**src/rtl/simd_add_pkg.sv**
```systemverilog
package simd_add_pkg;

   typedef enum logic [1:0] {
      LM_ONE  = 2'd0,
      LM_TWO  = 2'd1,
      LM_FOUR = 2'd2,
      LM_ALT  = 2'd3
   } lane_mode_e;

   typedef enum logic [1:0] {
      XS_ZERO = 2'd0,
      XS_CAT  = 2'd1,
      XS_PROD = 2'd2,
      XS_OFF  = 2'd3
   } xsrc_e;

endpackage

```
**src/rtl/simd_operand_sel.sv**
```systemverilog
module simd_operand_sel
   import simd_add_pkg::*;
#(
   parameter int A_W    = 30,
   parameter int B_W    = 18,
   parameter int DATA_W = 48
) (
   input  logic [1:0]        x_sel,
   input  logic              split,
   input  logic [A_W-1:0]    a_in,
   input  logic [B_W-1:0]    b_in,
   input  logic [DATA_W-1:0] prod_in,
   output logic [DATA_W-1:0] x_op
);

   xsrc_e src;
   assign src = xsrc_e'(x_sel);

   always_comb begin
      case (src)
         XS_CAT:  x_op = {a_in, b_in};
         // the product path is only legal when the chain is unbroken
         XS_PROD: x_op = split ? '0 : prod_in;
         default: x_op = '0;
      endcase
   end

endmodule

```
**src/rtl/simd_seg_add.sv**
```systemverilog
module simd_seg_add #(
   parameter int SEG_W = 12
) (
   input  logic [SEG_W-1:0] z_seg,
   input  logic [SEG_W-1:0] x_seg,
   input  logic             sub,
   input  logic             cin,
   output logic [SEG_W-1:0] s_seg,
   output logic             cout
);

   logic [SEG_W-1:0] x_eff;
   logic [SEG_W:0]   total;

   assign x_eff = sub ? ~x_seg : x_seg;
   assign total = {1'b0, z_seg} + {1'b0, x_eff} + {{SEG_W{1'b0}}, cin};
   assign s_seg = total[SEG_W-1:0];
   assign cout  = total[SEG_W];

endmodule

```
**src/rtl/simd_out_stage.sv**
```systemverilog
module simd_out_stage #(
   parameter int DATA_W  = 48,
   parameter int CY_W    = 4,
   parameter int OUT_REG = 1
) (
   input  logic              clk,
   input  logic              rst,
   input  logic [DATA_W-1:0] sum_d,
   input  logic [CY_W-1:0]   cy_d,
   output logic [DATA_W-1:0] sum_q,
   output logic [CY_W-1:0]   cy_q
);

   generate
      if (OUT_REG == 1) begin : g_reg
         always_ff @(posedge clk) begin
            if (rst) begin
               sum_q <= '0;
               cy_q  <= '0;
            end else begin
               sum_q <= sum_d;
               cy_q  <= cy_d;
            end
         end
      end else begin : g_comb
         logic unused_ok;
         assign unused_ok = clk ^ rst;
         assign sum_q = sum_d;
         assign cy_q  = cy_d;
      end
   endgenerate

endmodule

```
**src/rtl/simd_lane_adder.sv**
```systemverilog
module simd_lane_adder
   import simd_add_pkg::*;
#(
   parameter int SEG_W   = 12,
   parameter int NUM_SEG = 4,
   parameter int A_W     = 30,
   parameter int B_W     = 18,
   parameter int OUT_REG = 1
) (
   input  logic                       clk,
   input  logic                       rst,
   input  logic [1:0]                 lane_mode,
   input  logic [1:0]                 x_sel,
   input  logic                       sub,
   input  logic                       carry_in,
   input  logic [A_W-1:0]             a_in,
   input  logic [B_W-1:0]             b_in,
   input  logic [SEG_W*NUM_SEG-1:0]   prod_in,
   input  logic [SEG_W*NUM_SEG-1:0]   c_in,
   output logic [SEG_W*NUM_SEG-1:0]   sum_out,
   output logic [NUM_SEG-1:0]         carry_out
);

   localparam int DATA_W = SEG_W * NUM_SEG;

   generate
      if (NUM_SEG != 4) begin : g_bad_seg
         $error("simd_lane_adder: NUM_SEG must be 4");
      end
      if (A_W + B_W != DATA_W) begin : g_bad_cat
         $error("simd_lane_adder: A_W + B_W must equal SEG_W*NUM_SEG");
      end
      if (OUT_REG != 0 && OUT_REG != 1) begin : g_bad_reg
         $error("simd_lane_adder: OUT_REG must be 0 or 1");
      end
   endgenerate

   lane_mode_e mode;
   logic       split;
   logic       lane_cin;
   logic [DATA_W-1:0]  x_op;
   logic [DATA_W-1:0]  sum_nxt;
   logic [NUM_SEG-1:0] seg_co;
   logic [NUM_SEG-1:0] seg_ci;
   logic [NUM_SEG-1:0] lane_start;
   logic [NUM_SEG-1:0] lane_end;
   logic [NUM_SEG-1:0] cy_nxt;

   assign mode     = lane_mode_e'(lane_mode);
   assign split    = (mode == LM_TWO) || (mode == LM_FOUR);
   // subtraction feeds an inverted borrow as the carry into each lane
   assign lane_cin = sub ? ~carry_in : carry_in;

   simd_operand_sel #(
      .A_W    (A_W),
      .B_W    (B_W),
      .DATA_W (DATA_W)
   ) u_xsel (
      .x_sel   (x_sel),
      .split   (split),
      .a_in    (a_in),
      .b_in    (b_in),
      .prod_in (prod_in),
      .x_op    (x_op)
   );

   generate
      for (genvar k = 0; k < NUM_SEG; k++) begin : g_seg
         localparam bit EVEN_SEG = (k % 2) == 0;
         localparam bit TOP_SEG  = (k == NUM_SEG - 1);
         localparam bit BOT_SEG  = (k == 0);

         assign lane_start[k] = BOT_SEG || (mode == LM_FOUR) ||
                                ((mode == LM_TWO) && EVEN_SEG);
         assign lane_end[k]   = TOP_SEG || (mode == LM_FOUR) ||
                                ((mode == LM_TWO) && !EVEN_SEG);

         if (k == 0) begin : g_first
            assign seg_ci[k] = lane_cin;
         end else begin : g_rest
            assign seg_ci[k] = lane_start[k] ? lane_cin : seg_co[k-1];
         end

         simd_seg_add #(.SEG_W(SEG_W)) u_seg (
            .z_seg (c_in[k*SEG_W +: SEG_W]),
            .x_seg (x_op[k*SEG_W +: SEG_W]),
            .sub   (sub),
            .cin   (seg_ci[k]),
            .s_seg (sum_nxt[k*SEG_W +: SEG_W]),
            .cout  (seg_co[k])
         );
      end
   endgenerate

   assign cy_nxt = seg_co & lane_end;

   simd_out_stage #(
      .DATA_W  (DATA_W),
      .CY_W    (NUM_SEG),
      .OUT_REG (OUT_REG)
   ) u_out (
      .clk   (clk),
      .rst   (rst),
      .sum_d (sum_nxt),
      .cy_d  (cy_nxt),
      .sum_q (sum_out),
      .cy_q  (carry_out)
   );

endmodule

```
**config.mk**
```make
export PLATFORM = sky130hd
export DESIGN_NAME = simd_lane_adder
export DESIGN_NICKNAME = d
export VERILOG_FILES = /design/src/rtl/simd_add_pkg.sv /design/src/rtl/simd_operand_sel.sv /design/src/rtl/simd_seg_add.sv /design/src/rtl/simd_out_stage.sv /design/src/rtl/simd_lane_adder.sv
export SDC_FILE = /design/constraint.sdc
export NUM_CORES = 1
export LEC_CHECK = 0
export ABC_AREA = 1
export BUFFER_PORTS_ARGS = -buffer_cell sky130_fd_sc_hd__buf_2
export CORE_UTILIZATION = 24
export CTS_CLUSTER_DIAMETER = 200
export DETAILED_ROUTE_END_ITERATION = 8
export GPL_TIMING_DRIVEN = 1
export SLEW_MARGIN = 20
export SYNTH_ARGS = -nofsm -noshare
export SYNTH_HDL_FRONTEND = slang
export SYNTH_SLANG_ARGS = --single-unit
```
**constraint.sdc**
```tcl
create_clock -name clk -period 7.8 [get_ports clk]
set_input_delay 0 -clock clk [delete_from_list [all_inputs] [get_ports clk]]
set_output_delay 0 -clock clk [all_outputs]
set_load 0.02 [all_outputs]
```
==> Word-level counts from Yosys, hierarchy flattened <==
Index checks and enable logic that the tools add are counted.
{ "op_classes": {"reduce_logical": 1, "bitwise": 6, "eq_ne": 4, "mux": 10, "n_addsub": 8} }
{ "ops": {"columns": ["cell", "count"], "rows": [
  ["$pmux W48 S2", 1],
  ["$add A12 B12 Y13", 4],
  ["$add A13 B1 Y13", 4],
  ["$mux W12", 4],
  ["$mux W48", 1],
  ["$not A12 Y12", 4],
  ["$and A4 B4 Y4", 1],
  ["$eq A2 B1 Y1 const B", 2],
  ["$eq A2 B2 Y1 const B", 2],
  ["$mux W1", 4],
  ["$logic_or A1 B1 Y1", 1],
  ["$not A1 Y1", 1]
]} }
{ "word_totals": {"regBits": 52, "out_inout_bits": 52, "in_bits": 152, "wordCells": 31} }

==> Longest topological paths before layout <==
Gate-level depths: netlist (run 1).
{ "logic_depth": {"depth_word": 15, "mapped_depth": 43, "ltp_nobuf": 41} }

==> By module <==
A second synthesis (run 1) with hierarchy kept.
{ "hier_totals": {"hier_cells": 946, "hier_area_um2": 5919.4} }
{ "by_module_without_submodules": {"columns": ["module", "cells_per_inst", "area_each_um2", "instances", "seq_area_each_um2"], "rows": [
  ["simd_seg_add at g_seg[1].u_seg ...", 148, 839.6, 3, 0.0],
  ["simd_out_stage", 162, 1498.9, 1, 1041.0],
  ["simd_operand_sel", 169, 972.2, 1, 0.0],
  ["simd_seg_add at g_seg[0].u_seg", 148, 822.0, 1, 0.0],
  ["simd_lane_adder", 23, 107.6, 1, 0.0]
]} }

==> Worst setup path after synthesis (run 1) <==
Ideal clock, no wire load.
{ "synth_path": {"path_kind": "input to register", "from": "input port lane_mode[0]", "to": "register u_out.cy_q[3]", "path_stages": 43, "path_buffers": 2, "t_required_ns": 7.744, "setup_time_ns": 0.056, "arrival_ns": 5.857, "setup_slack_ns": 1.887, "cell_sequence": "inv_1 ha_1 buf_4 buf_6 nand3_1 a21oi_1 xor2_1 fa_1 fa_1 inv_1 nand3_1 nand3_1 nand4_1 nand4_1 nand2_1 fa_1 fa_1 inv_1 (+7 left out) inv_1 nand3_1 nand3_1 nand3_1 nand3_1 o21a_1 fa_1 fa_1 nand2_1 inv_1 nand2_1 nand3_1 nand2_1 nand2_1 nand2_1 nand2_1 nand2_1 inv_1"} }
{ "synth_via": {"elab_chain_len": 15, "elab_cells_between_ends": 25, "classes_between": "8 x add/sub; 2 x eq/ne; 9 x mux; 5 x bitwise; 1 x reduce/logical"} }
{ "synth_rtl": {"columns": ["element", "line_no", "text"], "rows": [
  ["start, declared", "simd_lane_adder.sv:12", "input logic [1:0] lane_mode,"],
  ["$eq A2 B2 Y1 or $eq A2 B1 Y1 (tied branches)", "simd_lane_adder.sv:50, simd_lane_adder.sv:73, simd_lane_adder.sv:74", null],
  ["$logic_or A1 B1 Y1", "simd_lane_adder.sv:50, simd_lane_adder.sv:73", null],
  ["$mux W48", "simd_operand_sel.sv:23", "XS_PROD: x_op = split ? '0 : prod_in;"],
  ["$pmux W48 S2", "simd_operand_sel.sv:20", "case (src)"],
  ["$not A12 Y12", "simd_seg_add.sv:15", "assign x_eff = sub ? ~x_seg : x_seg;"],
  ["$mux W12", "simd_seg_add.sv:15", null],
  ["$add A12 B12 Y13", "simd_seg_add.sv:16", "assign total = {1'b0, z_seg} + {1'b0, x_eff} + {{SEG_W{1'b0}}, cin};"],
  ["$add A13 B1 Y13", "simd_seg_add.sv:16", null],
  ["$mux W1", "simd_lane_adder.sv:81", "assign seg_ci[k] = lane_start[k] ? lane_cin : seg_co[k-1];"],
  ["$add A13 B1 Y13", "simd_seg_add.sv:16", null],
  ["$mux W1", "simd_lane_adder.sv:81", null],
  ["$add A13 B1 Y13", "simd_seg_add.sv:16", null],
  ["$mux W1", "simd_lane_adder.sv:81", null],
  ["$add A13 B1 Y13 (*)", "simd_seg_add.sv:16", null],
  ["$and A4 B4 Y4 (*)", "simd_lane_adder.sv:95", "assign cy_nxt = seg_co & lane_end;"],
  ["end signal, assigned", "simd_out_stage.sv:22", "cy_q <= cy_d;"],
  ["end, declared", "simd_out_stage.sv:11", "output logic [CY_W-1:0] cy_q"]
]} }
Every way passes the cells marked *; elsewhere a longest branch is shown, timed or not.
A chain may end at the register's enable or synchronous reset.

==> Worst setup path in the final report (run 1) <==
{ "layout_path": {"from": "input port x_sel[0]", "to": "register u_out.cy_q[3]"} }
{ "layout_via": {"elab_chain_len": 13, "elab_cells_between_ends": 23, "classes_between": "8 x add/sub; 2 x eq/ne; 8 x mux; 5 x bitwise"} }
{ "layout_rtl": {"columns": ["element", "line_no", "text"], "rows": [
  ["start, declared", "simd_lane_adder.sv:13", "input logic [1:0] x_sel,"],
  ["$eq A2 B2 Y1 or $eq A2 B1 Y1 (tied branches)", "simd_operand_sel.sv:20", null],
  ["$pmux W48 S2 (*)", "simd_operand_sel.sv:20", null],
  ["$not A12 Y12", "simd_seg_add.sv:15", null],
  ["$mux W12", "simd_seg_add.sv:15", null],
  ["$add A12 B12 Y13", "simd_seg_add.sv:16", null],
  ["$add A13 B1 Y13", "simd_seg_add.sv:16", null],
  ["$mux W1", "simd_lane_adder.sv:81", null],
  ["$add A13 B1 Y13", "simd_seg_add.sv:16", null],
  ["$mux W1", "simd_lane_adder.sv:81", null],
  ["$add A13 B1 Y13", "simd_seg_add.sv:16", null],
  ["$mux W1", "simd_lane_adder.sv:81", null],
  ["$add A13 B1 Y13 (*)", "simd_seg_add.sv:16", null],
  ["$and A4 B4 Y4 (*)", "simd_lane_adder.sv:95", null]
]} }
Marks and branches as above.

==> results.py, run 1 <==
metrics = {
    "outcome": {
        "status": "finished, final reports clean",
    },
    "setup_path": {
        "cp_max_fo": 28,
        "timing.critical_path.mode_cell": "nand2_1",
        "cpPeakStageDelay_ns": 0.45,
        "crit_path_end_kind": "flip-flop",
        "start_kind": "primary input",
        "cp_slowest_cell": "ha_2",
        "required_ns": 8.05,
        "critical_path_class": "primary input to flip-flop",
        "worstPathArrival_ns": 6.68,
    },
    "worst_hold_path": {
        "min_from": "rst",
        "hold_path_depth": 2,
        "min_path_type": "primary input to flip-flop",
        "hold_end": "u_out.sum_q[0]",
    },
    "final_layout": {
        "post-route-util": 0.311,
        "design_area_um2": 6880,
        "drive_above_1_share": 0.221,
        "layout_commonest_cell": "nand2_1",
        "most-common-layout-cells": "nand2_1, buf_2, inv_1",
        "nets": 1295,
        "area_growth_syn_to_layout_pct": 25.7,
    },
    "synth": {
        "ys_async_sr_fraction": 0,
        "synth-seq-cells": 52,
        "synth-edff-count": 0,
        "syn-num-nets": 1108,
        "ys.flop_type": "dfxtp_1",
        "synth-seq-area-share": 0.190,
        "synth_cells": 901,
        "synth_area_um2": 5470,
        "synth.largest_area_cell": "nand2_1",
        "synth.area.top_cells": "nand2_1, dfxtp_1, ha_1",
        "yosysTopAreaCellShare": 0.194,
        "synth-warning-count": 0,
        "avgSynthCellArea_um2": 6.07,
        "synthDistinctLibCells": 23,
    },
    "timing": {
        "drv_slew": 0,
        "finalHoldViolCount": 0,
        "tns_ns": 0,
        "worst_slew_pin_slew_ns": 0.660,
        "fmax_mhz": 156,
        "whs_ns": 0.0916,
        "period_share": 0.823,
        "finalCriticalPeriod_ns": 6.42,
        "setup_viol": 0,
        "slew_headroom": 0.560,
        "setup_slack_ns": 1.38,
        "rsz0062_at_grt": "no",
    },
    "clock_network": {
        "htree_levels": 2,
        "clock-sinks": 52,
        "cts_setup_buffers": 0,
        "numCtsBuffers": 5,
        "cts-resized-gates": 0,
        "holdBufCountCts": 0,
        "tritoncts": "built",
        "clk_path_buf_depth": 2,
        "cts-root-buf": "clkbuf_16",
        "path_clk_slew_ns": 0.08,
    },
    "die": {
        "std_cell_rows": 54,
        "core_area_um2": 22100,
        "die_w_um": 153,
        "fp.dieArea_um2": 23400,
        "pin_count": 204,
        "start_util": 0.247,
        "die_h_um": 153,
    },
    "placed_design": {
        "place_area_um2": 6700,
        "placement.io_buffers": 203,
        "dpl_worst_slack_ns": 1.02,
        "gp_congestion": 0.937,
        "hpwl_um": 16100,
    },
    "detailed_routing": {
        "viasPerCell": 4.42,
        "firstDrtPassIters": 5,
        "wirelength_um": 19600,
        "wl_per_cell_um": 14.3,
        "postRouteAntennaNets": 0,
        "drt_iter0_drc": 376,
        "via_count": 6062,
        "drc": 0,
    },
    "flow_run": {
        "drv_cap": 0,
    },
    "power_and_ir_drop": {
        "p_leak_nw": 3.89,
        "irDropWorstVdd_mv": 0.0687,
        "powerDensity_nw_per_um2": 167,
    },
    "global_routing": {
        "grt_max_degree": 46,
        "overflow": 0,
        "grt_pass1_wl_um": 30100,
        "gr-usage-all-layers": 0.166,
        "grt_pass1_vias": 5734,
        "antenna_found_initial": 2,
    },
}
[flip-flops by register name, summed over array words and instances (netlist names)]
register	flops
u_out.sum_q	48
u_out.cy_q	4
[cell usage after synthesis (2+ instances only)]
master    instances
nand3_1          93
o21ai_0           7
o21bai_1          5
nand2_1         282
a21oi_2          20
dfxtp_1          52
nor2_1           99
ha_1             47
buf_2            17
fa_1              8
nor3_1            3
xor2_1           51
a21oi_1          63
o21a_1            2
buf_4             9
nand4_1           8
buf_6             3
inv_1           127
[worst max-delay path: cells and delay by family]
kind                       cells  cell delay [ns]
adders and majority gates      8             3.04
AOI/OAI and AO/OA              1             0.15
xor gates and xnor gates       1             0.17
buffers and inverters          8             0.97
and+or+nand+nor               25             2.33
[metal layers]
layer  vias to the layer above  GRT usage  part of all wire
met3                        19     0.0272             0.062
met2                       203      0.270              0.45
li1                       3192          -                 -
met5                         -          0                 0
met4                         0     0.0486             0.019
met1                      2648      0.225              0.47
[area by class of cell]
class	count	area (µm²)
Antenna cell	3	7.51
Clock buffer	6	129
Clock inverter	2	35.0
Fill cell	2460	15200
Inverter	128	480
Multi-Input combinational cell	690	3760
Sequential cell	52	1040
Tap cell	280	350
Timing Repair Buffer	211	1080
[cell families after synthesis]
logic type / after synthesis / synth area share
and+or+nand+nor: 486 / 0.360
DFF: 52 / 0.190
buffers and inverters: 159 / 0.124
adders and majority gates: 55 / 0.137
xor gates and xnor gates: 52 / 0.0833
AOI/OAI and AO/OA: 97 / 0.106
[metrics by stage]
step	power, mW	cells
3_3_place_gp	0.889	1361
4_1_cts	1.16	1369
5_1_grt	1.24	1370
3_5_place_dp	0.891	1361
6_report	1.15	1372
2_1_floorplan	0.711	901
[worst max path at each step]
stage / from / to / slack [ns] / cells past startpoint
2_1_floorplan: lane_mode[0] / u_out.cy_q[3] / 1.89 / 43
3_3_place_gp: x_sel[0] / u_out.cy_q[3] / 1.26 / 43
3_5_place_dp: x_sel[0] / u_out.cy_q[3] / 1.02 / 43
4_1_cts: x_sel[0] / u_out.cy_q[3] / 1.33 / 43
5_1_grt: x_sel[0] / u_out.cy_q[3] / 0.68 / 43
6_report: x_sel[0] / u_out.cy_q[3] / 1.38 / 43
[report_power, final]
group          leakage [nW]  total, mW  internal (mW)  switching (mW)
registers             0.434      0.322          0.309          0.0135
clock network        0.0809      0.263          0.152           0.111
logic                  3.38      0.564          0.197           0.367
No activity file was read; power rests on OpenSTA's default activity.
==> inputs of run 2 (changes only) <==
ABC_AREA = 0   (was 1)
clock period = 6.68 ns   (was 7.8 ns; I/O delays follow)
==> results.py, run 2 <==
metrics = {
    "timing": {
        "whs_ns": 0.125,
        "tns_ns": -0.0311,
        "slew_headroom": 0.487,
        "rsz0062_at_grt": "yes",
        "drv_slew": 0,
        "period_share": 1.00,
        "fmax_mhz": 149,
        "setup_slack_ns": -0.0311,
        "finalCriticalPeriod_ns": 6.71,
        "finalHoldViolCount": 0,
        "setup_viol": 1,
        "worst_slew_pin_slew_ns": 0.769,
    },
    "setup_path": {
        "critical_path_class": "primary input to flip-flop",
        "timing.critical_path.mode_cell": "fa_2",
        "worstPathArrival_ns": 6.90,
        "crit_path_end_kind": "flip-flop",
        "start_kind": "primary input",
        "required_ns": 6.87,
        "cp_max_fo": 4,
        "cpPeakStageDelay_ns": 0.44,
        "cp_slowest_cell": "fa_2",
    },
    "flow_run": {
        "drv_cap": 0,
    },
    "final_layout": {
        "top_register": "u_out.sum_q",
        "layout_commonest_cell": "buf_2",
        "area_growth_syn_to_layout_pct": 46.6,
        "diodes": 0,
        "post-route-util": 0.364,
        "top_regs": "u_out.sum_q x48, u_out.cy_q x4",
        "nFillCells": 2006,
        "largest_register_ffs": 48,
        "drive_above_1_share": 0.425,
        "most-common-layout-cells": "buf_2, nor2_1, buf_4",
        "nets": 1039,
    },
    "synth": {
        "synth_area_um2": 4700,
        "synth-xor-area-share": 0.108,
        "synthSimpleGateAreaFrac": 0.187,
        "synth_top_family_by_area": "compound AO/OA/AOI/OAI gates",
        "synth-seq-area-share": 0.221,
        "ys.flop_type": "dfxtp_1",
        "synth.most_common_cell": "nor2_1",
        "synth_mux_area_frac": 0.0295,
        "synthTopCellsByCount": "nor2_1, dfxtp_1, xor2_1",
        "ys_async_sr_fraction": 0,
        "synth_fa_ha_area_frac": 0.159,
        "synth-seq-cells": 52,
        "avgSynthCellArea_um2": 8.24,
        "yosysTopAreaCellShare": 0.221,
        "synthDistinctLibCells": 57,
        "synth-warning-count": 0,
        "synth_cells": 571,
        "synth-compound-area-share": 0.255,
        "syn-num-nets": 778,
        "synth.area.top_cells": "dfxtp_1, ha_1, xor2_1",
        "synth.largest_area_cell": "dfxtp_1",
        "synth-edff-count": 0,
    },
    "clock_network": {
        "path_clk_slew_ns": 0.07,
        "clk_path_buf_depth": 2,
        "numCtsBuffers": 5,
        "tritoncts": "built",
        "holdBufCountCts": 0,
        "cts-root-buf": "clkbuf_16",
        "htree_levels": 2,
        "clock-sinks": 52,
    },
    "die": {
        "pin_count": 204,
        "std_cell_rows": 50,
        "core_area_um2": 19000,
        "die_w_um": 142,
        "fp.dieArea_um2": 20200,
        "die_h_um": 142,
        "start_util": 0.248,
    },
    "outcome": {
        "violations": "negative setup slack",
        "status": "finished with violations",
    },
    "global_routing": {
        "overflow": 0,
        "grt_pass1_vias": 4778,
        "grt_max_degree": 70,
        "antenna_found_initial": 1,
        "gr-usage-all-layers": 0.158,
        "grt_pass1_wl_um": 24500,
    },
    "power_and_ir_drop": {
        "powerDensity_nw_per_um2": 197,
        "irDropWorstVdd_mv": 0.0999,
        "p_leak_nw": 3.38,
    },
    "detailed_routing": {
        "drt_iter0_drc": 211,
        "wirelength_um": 16100,
        "viasPerCell": 4.58,
        "postRouteAntennaNets": 0,
        "via_count": 5010,
        "firstDrtPassIters": 4,
        "drc": 0,
        "wl_per_cell_um": 14.7,
    },
    "placed_design": {
        "hpwl_um": 13000,
        "placement.io_buffers": 203,
        "gp_congestion": 0.802,
        "dpl_worst_slack_ns": -0.735,
    },
    "worst_hold_path": {
        "min_path_type": "primary input to flip-flop",
    },
}
==> run 2: cell types whose count changed in the layout (fill, tap and decap cells not counted), sizes merged, moves of 17 or more <==
| cell | previous run | this run |
|---|---|---|
| nand2 | 282 | 11 |
| inv | 127 | 17 |
| nand3 | 93 | 6 |
| buf | 211 | 282 |
| a21oi | 83 | 20 |
| a22oi | 0 | 49 |
| nor2b | 0 | 21 |
| o21ai | 7 | 24 |
==> run 2: cell type report <==
type                    instances  area (µm²)  share of cell area
clock inverters                 2        10.0             0.00145
clock buffers                   6         139              0.0201
well taps                     260         325              0.0472
repair buffers                282        1630               0.236
flip-flops and latches         52        1040               0.151
inverters                      17        66.3             0.00962
multi-input cells             474        3690               0.535
==> run 2: final timing paths <==
check,startpoint,end,slack (ns),cells past startpoint
min,c_in[12],u_out.sum_q[12],0.13,4
max,lane_mode[1],u_out.sum_q[46],-0.03,35
==> run 2: layer usage <==
metal  part of all wire  GRT usage  vias up
li1                   -          -     2574
met1               0.46      0.199     2293
met2               0.48      0.276      132
met3              0.052     0.0343        9
met4             0.0083     0.0306        2
met5            0.00068          0        -
==> run 2: timing repair <==
action / CTS / global route
pin swaps: 28 / 7
gates resized for setup: 4 / 15
buffers inserted: 18 / 7
endpoints found under the setup margin: 7 / 9
==> run 2: critical path, delay by kind of cell <==
kind,cells,cell delay (ns)
XOR/XNOR,1,0.13
adder cells (fa/ha/maj),9,3.04
multiplexers,1,0.27
buffers and inverters,2,0.25
AND/OR/NAND/NOR,5,0.67
AO/OA/AOI/OAI,17,2.53
==> run 2: kinds of logic (layout without fill, tap and decap cells) <==
logic type,after synthesis,after routing
AOI/OAI and AO/OA,165,165
muxes,12,12
buffers and inverters,45,307
and+or+nand+nor,184,184
DFF,52,52
adders and majority gates,55,55
xor gates and xnor gates,58,58
==> run 2: metrics by stage <==
stage	total power [mW]	cell area (µm²)	instances
global placement	1.04	6440	1060
CTS	1.36	6760	1086
detailed placement	1.05	6440	1060
floorplan	0.815	4830	571
global route	1.45	6890	1093
finish	1.36	6890	1093
==> run 2: where the power goes <==
part / internal, mW / switching [mW]
Clock: 0.148 / 0.128
Combinational: 0.329 / 0.379
Sequential: 0.364 / 0.0128
Total: 0.841 / 0.519
==> inputs of run 3 (changes only) <==
CORE_UTILIZATION = 49   (was 24)
PLACE_DENSITY = 0.82   (was unset)
SETUP_SLACK_MARGIN = 0.05   (was unset)
==> results.py, run 3 (synthesis gave the netlist of run 2 again) <==
metrics = {
    "timing": {
        "worst_slew_pin_slew_ns": 0.746,
        "setup_slack_ns": 0.0428,
        "drv_slew": 0,
        "fmax_mhz": 151,
        "period_share": 0.994,
        "slew_headroom": 0.503,
        "whs_ns": 0.130,
        "finalCriticalPeriod_ns": 6.64,
        "rsz0062_at_grt": "yes",
        "tns_ns": 0,
        "finalHoldViolCount": 0,
        "setup_viol": 0,
    },
    "power_and_ir_drop": {
        "powerDensity_nw_per_um2": 199,
        "switchingPower_uw": 511,
        "p_leak_nw": 3.28,
        "internal-power_uw": 796,
        "power.clock.fraction": 0.178,
        "p_total_mw": 1.31,
        "p_comb_frac": 0.533,
        "swShare": 0.391,
        "irDropWorstVdd_mv": 0.120,
        "p_seq_frac": 0.289,
    },
    "placed_design": {
        "dpl_worst_slack_ns": -0.718,
        "placement.io_buffers": 203,
        "gp_congestion": 0.912,
        "hpwl_um": 11600,
    },
    "final_layout": {
        "post-route-util": 0.708,
        "diodes": 0,
        "top_regs": "u_out.sum_q x48, u_out.cy_q x4",
        "drive_above_1_share": 0.410,
        "most-common-layout-cells": "buf_2, nor2_1, buf_4",
        "area_growth_syn_to_layout_pct": 39.9,
        "nets": 1019,
        "layout_commonest_cell": "buf_2",
        "largest_register_ffs": 48,
        "top_register": "u_out.sum_q",
    },
    "global_routing": {
        "overflow": 0,
        "antenna_found_initial": 0,
        "gr-usage-all-layers": 0.292,
        "met2_usage": 0.524,
        "met3_usage": 0.0425,
        "grt.busiest_layer": "met2",
        "met1_usage": 0.355,
        "grt_pass1_vias": 5053,
        "grt_max_degree": 70,
        "grt_pass1_wl_um": 23100,
    },
    "die": {
        "die_w_um": 100,
        "die_h_um": 100,
        "std_cell_rows": 35,
        "pin_count": 204,
        "fp.dieArea_um2": 9990,
        "core_area_um2": 9280,
        "start_util": 0.507,
    },
    "detailed_routing": {
        "drc": 0,
        "firstDrtPassIters": 5,
        "postRouteAntennaNets": 0,
        "via_count": 5148,
        "viasPerCell": 5.46,
        "drt_iter0_drc": 190,
        "wirelength_um": 14900,
        "wl_per_cell_um": 15.8,
    },
    "clock_network": {
        "clock-sinks": 52,
        "path_clk_slew_ns": 0.10,
        "clk_path_buf_depth": 2,
        "htree_levels": 2,
        "tritoncts": "built",
        "cts-root-buf": "clkbuf_8",
        "numCtsBuffers": 5,
        "holdBufCountCts": 0,
    },
    "setup_path": {
        "timing.critical_path.mode_cell": "fa_2",
        "critical_path_class": "primary input to flip-flop",
        "cpPeakStageDelay_ns": 0.44,
        "required_ns": 6.89,
        "cp_slowest_cell": "fa_2",
        "start_kind": "primary input",
        "crit_path_end_kind": "flip-flop",
        "cp_max_fo": 5,
        "worstPathArrival_ns": 6.85,
    },
    "worst_hold_path": {
        "hold_path_depth": 3,
        "hold_end": "u_out.sum_q[36]",
        "min_from": "c_in[36]",
        "min_path_type": "primary input to flip-flop",
    },
    "flow_run": {
        "drv_cap": 0,
    },
    "outcome": {
        "status": "finished, final reports clean",
    },
}
[run 3: cell types whose count changed in the layout (fill, tap and decap cells not counted), sizes merged]
cell and change:
buf -20, clkinvlp +1, inv +1, clkinv -2, clkbuf -1, bufinv +1
[run 3: power groups by stage]
stage / clock network, mW / logic (mW) / registers [mW]
floorplan: 0 / 0.363 / 0.454
global placement: 0 / 0.633 / 0.383
detailed placement: 0 / 0.651 / 0.384
CTS: 0.235 / 0.664 / 0.377
global route: 0.247 / 0.759 / 0.382
finish: 0.233 / 0.697 / 0.377
[run 3: cell type report]
cell class                      instances  area (µm²)
Tap cell                              129         161
Inverter                               17        66.3
Fill cell                             768        2710
Sequential cell                        52        1040
Clock buffer                            5        68.8
Timing Repair Buffer                  262        1510
Clock inverter                          3        46.3
Multi-Input combinational cell        474        3690
[run 3: worst max-delay path by stage]
stage,startpoint,end,slack (ns),cells after the start
2_1_floorplan,lane_mode[1],u_out.sum_q[46],-0.41,35
3_3_place_gp,lane_mode[1],u_out.sum_q[46],-0.52,34
3_5_place_dp,lane_mode[1],u_out.sum_q[46],-0.72,34
4_1_cts,lane_mode[1],u_out.sum_q[46],0.06,34
5_1_grt,lane_mode[0],u_out.sum_q[44],-0.21,36
6_report,lane_mode[0],u_out.sum_q[44],0.04,36
[run 3: per-stage QoR]
stage / cells / instance area, µm²
2_1_floorplan: 571 / 4840
3_3_place_gp: 919 / 6240
3_5_place_dp: 919 / 6240
4_1_cts: 932 / 6410
5_1_grt: 942 / 6580
6_report: 942 / 6580
[run 3: routing by layer]
layer / up-vias / wire length [µm] / share of wire
li1: 2535 / - / -
met1: 2384 / 6250 / 0.42
met2: 193 / 7400 / 0.50
met3: 36 / 811 / 0.055
met4: 0 / 405 / 0.027
met5: - / 0 / 0
[run 3: timing repair]
item | 4_1_cts | 5_1_grt
endpoints found under the setup margin | 7 | 9
cloned | 0 | 0
pin swaps | 23 | 7
buffers inserted | 5 | 10
resized for setup | 2 | 16
[run 3: worst max-delay path: cells and delay by family]
kind | cells | cell delay (ns)
AOI/OAI and AO/OA | 17 | 2.47
muxes | 1 | 0.30
buffers and inverters | 3 | 0.30
adders and majority gates | 9 | 2.92
and+or+nand+nor | 5 | 0.68
xor gates and xnor gates | 1 | 0.15
